==> src/rtl/txq_pkg.sv <==
package txq_pkg;
   // selects which fill condition drives the request outputs
   typedef enum logic {
      COND_NOT_FULL = 1'b0,
      COND_EMPTY    = 1'b1
   } cond_sel_e;

   typedef struct packed {
      cond_sel_e level;
      logic      fast;
   } txq_cfg_t;

   localparam txq_cfg_t CFG_RESET = '{level: COND_EMPTY, fast: 1'b0};
endpackage

==> src/rtl/txq_store.sv <==
module txq_store #(
   parameter int WIDTH = 8,
   parameter int DEPTH = 4
) (
   input  logic             clk,
   input  logic             rst_n,
   input  logic             clr,
   input  logic             push,
   input  logic [WIDTH-1:0] din,
   input  logic             pop,
   output logic [WIDTH-1:0] dout,
   output logic [$clog2(DEPTH+1)-1:0] fill,
   output logic             ovf
);
   localparam int AW = (DEPTH > 1) ? $clog2(DEPTH) : 1;
   localparam int CW = $clog2(DEPTH+1);
   localparam logic [CW-1:0] FULL_CNT = CW'(DEPTH);

   generate
      if (DEPTH < 2 || (DEPTH & (DEPTH-1)) != 0) begin : g_bad_depth
         $error("txq_store: DEPTH must be a power of two of at least 2");
      end
      if (WIDTH < 1) begin : g_bad_width
         $error("txq_store: WIDTH must be positive");
      end
   endgenerate

   logic [WIDTH-1:0] mem [DEPTH];
   logic [AW-1:0]    wp, rp;
   logic             do_push, do_pop, is_full;

   assign is_full = (fill == FULL_CNT);
   assign do_push = push && !is_full;
   assign do_pop  = pop && (fill != '0);
   assign dout    = mem[rp];

   always_ff @(posedge clk) begin
      if (do_push && !clr) mem[wp] <= din;
   end

   always_ff @(posedge clk or negedge rst_n) begin
      if (!rst_n) begin
         wp   <= '0;
         rp   <= '0;
         fill <= '0;
         ovf  <= 1'b0;
      end else if (clr) begin
         wp   <= '0;
         rp   <= '0;
         fill <= '0;
         ovf  <= 1'b0;
      end else begin
         if (do_push) wp <= wp + AW'(1);
         if (do_pop)  rp <= rp + AW'(1);
         fill <= fill + CW'(do_push) - CW'(do_pop);
         if (push && is_full) ovf <= 1'b1;
      end
   end


   full_write_dropped_chk: assert property (@(posedge clk) disable iff (!rst_n || clr)
      (is_full && push && !pop) |=> (fill == FULL_CNT));

   ovf_sticky_chk: assert property (@(posedge clk) disable iff (!rst_n || clr)
      ovf |=> ovf);

   fill_bound_chk: assert property (@(posedge clk) disable iff (!rst_n)
      fill <= FULL_CNT);
endmodule

==> src/rtl/txq_cond.sv <==
module txq_cond
   import txq_pkg::*;
#(
   parameter int DEPTH = 4
) (
   input  logic                       clk,
   input  logic                       rst_n,
   input  cond_sel_e                  level,
   input  logic [$clog2(DEPTH+1)-1:0] fill,
   output logic                       room
);
   localparam int CW = $clog2(DEPTH+1);

   always_comb begin
      unique case (level)
         COND_EMPTY:    room = (fill == '0);
         COND_NOT_FULL: room = (fill < CW'(DEPTH));
         default:       room = 1'b0;
      endcase
   end


   empty_level_chk: assert property (@(posedge clk) disable iff (!rst_n)
      (level == COND_EMPTY && fill != '0) |-> !room);

   notfull_level_chk: assert property (@(posedge clk) disable iff (!rst_n)
      (level == COND_NOT_FULL && fill == CW'(DEPTH)) |-> !room);
endmodule

==> src/rtl/txq_req2.sv <==
module txq_req2 #(
   parameter int HOLD_CYC = 4
) (
   input  logic clk,
   input  logic rst_n,
   input  logic clr,
   input  logic active,
   input  logic room,
   input  logic fast,
   output logic req2
);
   generate
      if (HOLD_CYC < 0) begin : g_bad_hold
         $error("txq_req2: HOLD_CYC must not be negative");
      end
      if (HOLD_CYC == 0) begin : g_no_hold
         assign req2 = active && room;
      end else begin : g_hold
         localparam int HW = $clog2(HOLD_CYC+1);
         logic [HW-1:0] hold;
         always_ff @(posedge clk or negedge rst_n) begin
            if (!rst_n)                hold <= '0;
            else if (clr)              hold <= '0;
            else if (active && room)   hold <= HW'(HOLD_CYC);
            else if (hold != '0)       hold <= hold - HW'(1);
         end
         assign req2 = active && (room || (!fast && hold != '0));
      end
   endgenerate


   req2_gated_chk: assert property (@(posedge clk) disable iff (!rst_n || clr)
      !active |-> !req2);

   req2_fast_chk: assert property (@(posedge clk) disable iff (!rst_n || clr)
      (active && fast) |-> (req2 == room));
endmodule

==> src/rtl/txq_req_gen.sv <==
module txq_req_gen
   import txq_pkg::*;
#(
   parameter int WIDTH    = 8,
   parameter int DEPTH    = 4,
   parameter int HOLD_CYC = 4
) (
   input  logic             clk,
   input  logic             rst_n,
   input  logic             chan_rst,
   input  logic             wr_en,
   input  logic [WIDTH-1:0] wr_data,
   input  logic             rd_pop,
   input  logic             cfg_wr,
   input  logic             cfg_level,
   input  logic             cfg_fast,
   input  logic             irq_en,
   input  logic             dma_en,
   input  logic             req2_en,
   output logic [WIDTH-1:0] rd_data,
   output logic             rd_valid,
   output logic             overflow,
   output logic             tbe_irq,
   output logic             dma_req,
   output logic             dma_req2
);
   localparam int CW = $clog2(DEPTH+1);

   txq_cfg_t      cfg;
   logic [CW-1:0] fill;
   logic          room;

   always_ff @(posedge clk or negedge rst_n) begin
      if (!rst_n)        cfg <= CFG_RESET;
      else if (chan_rst) cfg <= CFG_RESET;
      else if (cfg_wr)   cfg <= '{level: cond_sel_e'(cfg_level), fast: cfg_fast};
   end

   txq_store #(.WIDTH(WIDTH), .DEPTH(DEPTH)) u_store (
      .clk(clk), .rst_n(rst_n), .clr(chan_rst),
      .push(wr_en), .din(wr_data), .pop(rd_pop),
      .dout(rd_data), .fill(fill), .ovf(overflow)
   );

   txq_cond #(.DEPTH(DEPTH)) u_cond (
      .clk(clk), .rst_n(rst_n), .level(cfg.level), .fill(fill), .room(room)
   );

   txq_req2 #(.HOLD_CYC(HOLD_CYC)) u_req2 (
      .clk(clk), .rst_n(rst_n), .clr(chan_rst),
      .active(dma_en && req2_en), .room(room), .fast(cfg.fast), .req2(dma_req2)
   );

   assign rd_valid = (fill != '0);
   assign tbe_irq  = irq_en && room;
   assign dma_req  = dma_en && room;


   irq_enable_chk: assert property (@(posedge clk) disable iff (!rst_n || chan_rst)
      tbe_irq |-> irq_en);

   irq_empty_chk: assert property (@(posedge clk) disable iff (!rst_n || chan_rst)
      (tbe_irq && cfg.level == COND_EMPTY) |-> !rd_valid);

   chan_reset_chk: assert property (@(posedge clk) disable iff (!rst_n)
      chan_rst |=> (!rd_valid && !overflow));
endmodule

==> config.mk <==
export PLATFORM = sky130hd
export DESIGN_NAME = txq_req_gen
export DESIGN_NICKNAME = d
export VERILOG_FILES = /design/src/rtl/txq_pkg.sv /design/src/rtl/txq_store.sv /design/src/rtl/txq_cond.sv /design/src/rtl/txq_req2.sv /design/src/rtl/txq_req_gen.sv
export SDC_FILE = /design/constraint.sdc
export NUM_CORES = 1
export LEC_CHECK = 0
export ABC_CLOCK_PERIOD_IN_PS = 3500
export BUFFER_PORTS_ARGS = -buffer_cell sky130_fd_sc_hd__buf_2
export CAP_MARGIN = 5
export CORE_ASPECT_RATIO = 0.7
export CORE_UTILIZATION = 41
export DETAILED_ROUTE_END_ITERATION = 12
export GPL_TIMING_DRIVEN = 0
export HOLD_SLACK_MARGIN = 0.1
export PLACE_DENSITY = 0.69
export REMOVE_ABC_BUFFERS = 1
export SYNTH_ARGS = -nofsm -noshare
export SYNTH_HDL_FRONTEND = slang
export SYNTH_SLANG_ARGS = --single-unit
==> constraint.sdc <==
create_clock -name clk -period 3.5 [get_ports clk]
set_clock_uncertainty 0.2 [all_clocks]
set_input_delay 0.175 -clock clk [delete_from_list [all_inputs] [get_ports clk]]
set_output_delay 0.175 -clock clk [all_outputs]
set_load 0.01 [all_outputs]
==> results.toml <==
[placement]
place_area_sq_mm = 0.00218
hpwl_mm = 2.32
port_buffers = 31
gp_congestion = 0.700

[grt]
grt_use_total_pct = 15.0
antenna_found_initial = 0
grt.overflow.total = 0
grt_max_degree = 20
grt_pass1_wl_mm = 5.55
first_global_vias = 1155

[timing]
grt_setup_unrepaired = "no"
tns_ns = 0
drv_slew = 0
fin_crit_sh_pct = 70.2
hold_viol = 0
max_slew_margin_pct = 47.8
fmax_mhz = 407
setup_viol_count_final = 0
period_needed_ns = 2.46
worst_pin_slew_ns = 0.780

[critical_path]
critPathKind = "flop to flop"
path_cells = "o31a_2 -> ha_1 -> inv_1 -> ha_1 -> inv_1 -> fa_1 -> xnor2_1 -> xnor2_1 -> nor2_1"
slowest_delay_ns = 0.47
crit_path_max_fanout = 6
cp.arrival_ns = 2.42
crit_buf_inv = 2
r2r_slack_ns = 1.04
required_ns = 3.46
critPathTopFamily = "adder cells"
cpMaxStageDelayCell = "dfrtp_1"
crit_path_start_kind = "flop"
cp-end-kind = "flop"

[yosys]
synthFlopType = "edfxtp_1"
async_reset_ff_share_pct = 28.9
synth.cell_area_sq_mm = 0.00196
ys_seq_elements = 45
synth_area_per_cell_sq_um = 16.4
yosysSeqAreaShare_pct = 65.6
yosys_warnings = 0
synth_edf_count = 32
netlist_instances = 120
synth_cell_types = 33

[floorplan]
fp-row-count = 20
pin_count = 32
dieHeight_um = 59.9
initial_core_util_pct = 44.1
dieArea_sq_mm = 0.00507
core_sq_mm = 0.00445
die_x_um = 84.7

[route]
drc = 0
firstDrtPassIters = 4
wl_mm = 3.45
vias = 1166
wl_per_cell_um = 14.9
drt_iter0_markers = 21
ant_nets = 0
viasPerCell = 5.03

[clocking]
worstSkewPairLatency_ns = 0.28
cts_max_level = 2
postCtsSetupRepairBufs = 0
clockBufferDepth = 2
cts.sinks = 45
root_buffer = "clkbuf_8"
clkTransAtPathRegs_ns = 0.08
cts_tree = "yes"
cts_buffers = 5

[finish]
fin_util_pct = 55.5
fillers = 366
layout-drive-gt1-share_pct = 34.5
mostFrequentLayoutCell = "buf_2"
nNetsFinal = 204
fin_area_sq_mm = 0.00247
n_antenna_cell = 0
layout_common_cells = "33 x buf_2, 32 x edfxtp_1, 20 x dlygate4sd3_1"
syn_to_final_growth_pct = 26.0

[pwr]
swShare_pct = 30.6
internal_power_mw = 1.03
switchingPower_uw = 454
power_mw = 1.49
p_per_area_mw_per_mm2 = 601
combPwrFrac_pct = 32.2
peakVddDrop_mv = 0.204
leakage_nw = 0.977
pwr-share-seq_pct = 48.1
pwr-share-clk_pct = 19.8

[run_status]
status = "completed"

[flow_run]
drv_cap = 0

[worst_hold_path]
hold_path_class = "primary input to asynchronous set/reset pin"
## flip-flops by register name (all words and copies together) (netlist names)
signal / flops
u_store.mem: 32
u_store.fill: 3
u_store.ovf: 1
u_store.rp: 2
u_store.wp: 2
u_req2.g_hold.hold: 3
cfg: 2
## metrics by stage
step,hold slack [ns],setup slack [ns],std cells
after CTS,0.105,1.03,232
after floorplan,-0.321,1.18,116
after detailed placement,-0.120,1.04,204
after global routing,0.123,0.953,232
final,0.103,1.04,232
after global placement,-0.127,1.10,202
## power by group through the flow
stage | logic, mW | clock network, mW | registers, mW
finish | 0.478 | 0.293 | 0.714
floorplan | 0.328 | 0 | 0.708
CTS | 0.482 | 0.302 | 0.718
global placement | 0.428 | 0 | 0.724
detailed placement | 0.452 | 0 | 0.730
global route | 0.530 | 0.324 | 0.729
## area by class of cell
type / instances / area [sq um] / share of cell area, %
inverters: 9 / 33.8 / 1.37
clock inverters: 2 / 10.0 / 0.405
clock buffers: 6 / 72.6 / 2.93
well taps: 55 / 68.8 / 2.78
flip-flops and latches: 45 / 1290 / 52.0
multi-input cells: 62 / 636 / 25.7
repair buffers: 53 / 365 / 14.8
## synthesized netlist by cell type, types with 2 or more instances
cell      number  area share, %
and3_2         2           0.76
inv_2          2           0.38
ha_1           8            5.1
mux4_2         8            9.2
nand2b_1       3           0.96
nor2_1        11            2.1
nor3b_1        4            1.5
nor2b_1        2           0.64
dfrtp_1       12             15
edfxtp_1      32             49
inv_1          7            1.3
mux2i_1        3            1.5
xnor2_1        4            1.8
clkbuf_1       3           0.57
## path summary, 6_finish.rpt
kind                                  startpoint  depth (start not counted)                    end
hold reg to reg            u_req2.g_hold.hold[0]                          2  u_req2.g_hold.hold[0]
max in group asynchronous                  rst_n                          2                 cfg[1]
hold / removal                             rst_n                          2            u_store.ovf
min in group clk                          rd_pop                          4          u_store.rp[1]
setup reg to reg                 u_store.fill[0]                          9        u_store.fill[2]
setup / recovery                 u_store.fill[0]                          9        u_store.fill[2]
## routing by layer
layer	wire length [um]	GRT usage (%)	part of all wire, %	vias up
met5	0	0	0	-
met1	1470	17.8	43	586
met2	1820	27.1	53	22
met3	131	4.28	3.8	2
li1	-	-	-	556
met4	34	4.60	0.99	0
## repair_timing
item,in CTS,in global routing
endpoints found under the hold margin,56,0
resized for setup,0,0
hold buffers,20,0
## cells by family (layout without fill, tap and decap cells)
kind of cell | count (synthesis) | count (layout) | share of synthesized area (%)
flip-flops | 45 | 45 | 65.6
AND/OR/NAND/NOR | 27 | 27 | 7.52
buffers and inverters | 13 | 70 | 2.55
multiplexers | 12 | 12 | 11.5
adder cells (fa/ha/maj) | 9 | 9 | 6.12
AO/OA/AOI/OAI | 9 | 9 | 4.52
XOR/XNOR | 5 | 5 | 2.23
Note: power is estimated with default switching activity, not from simulation.
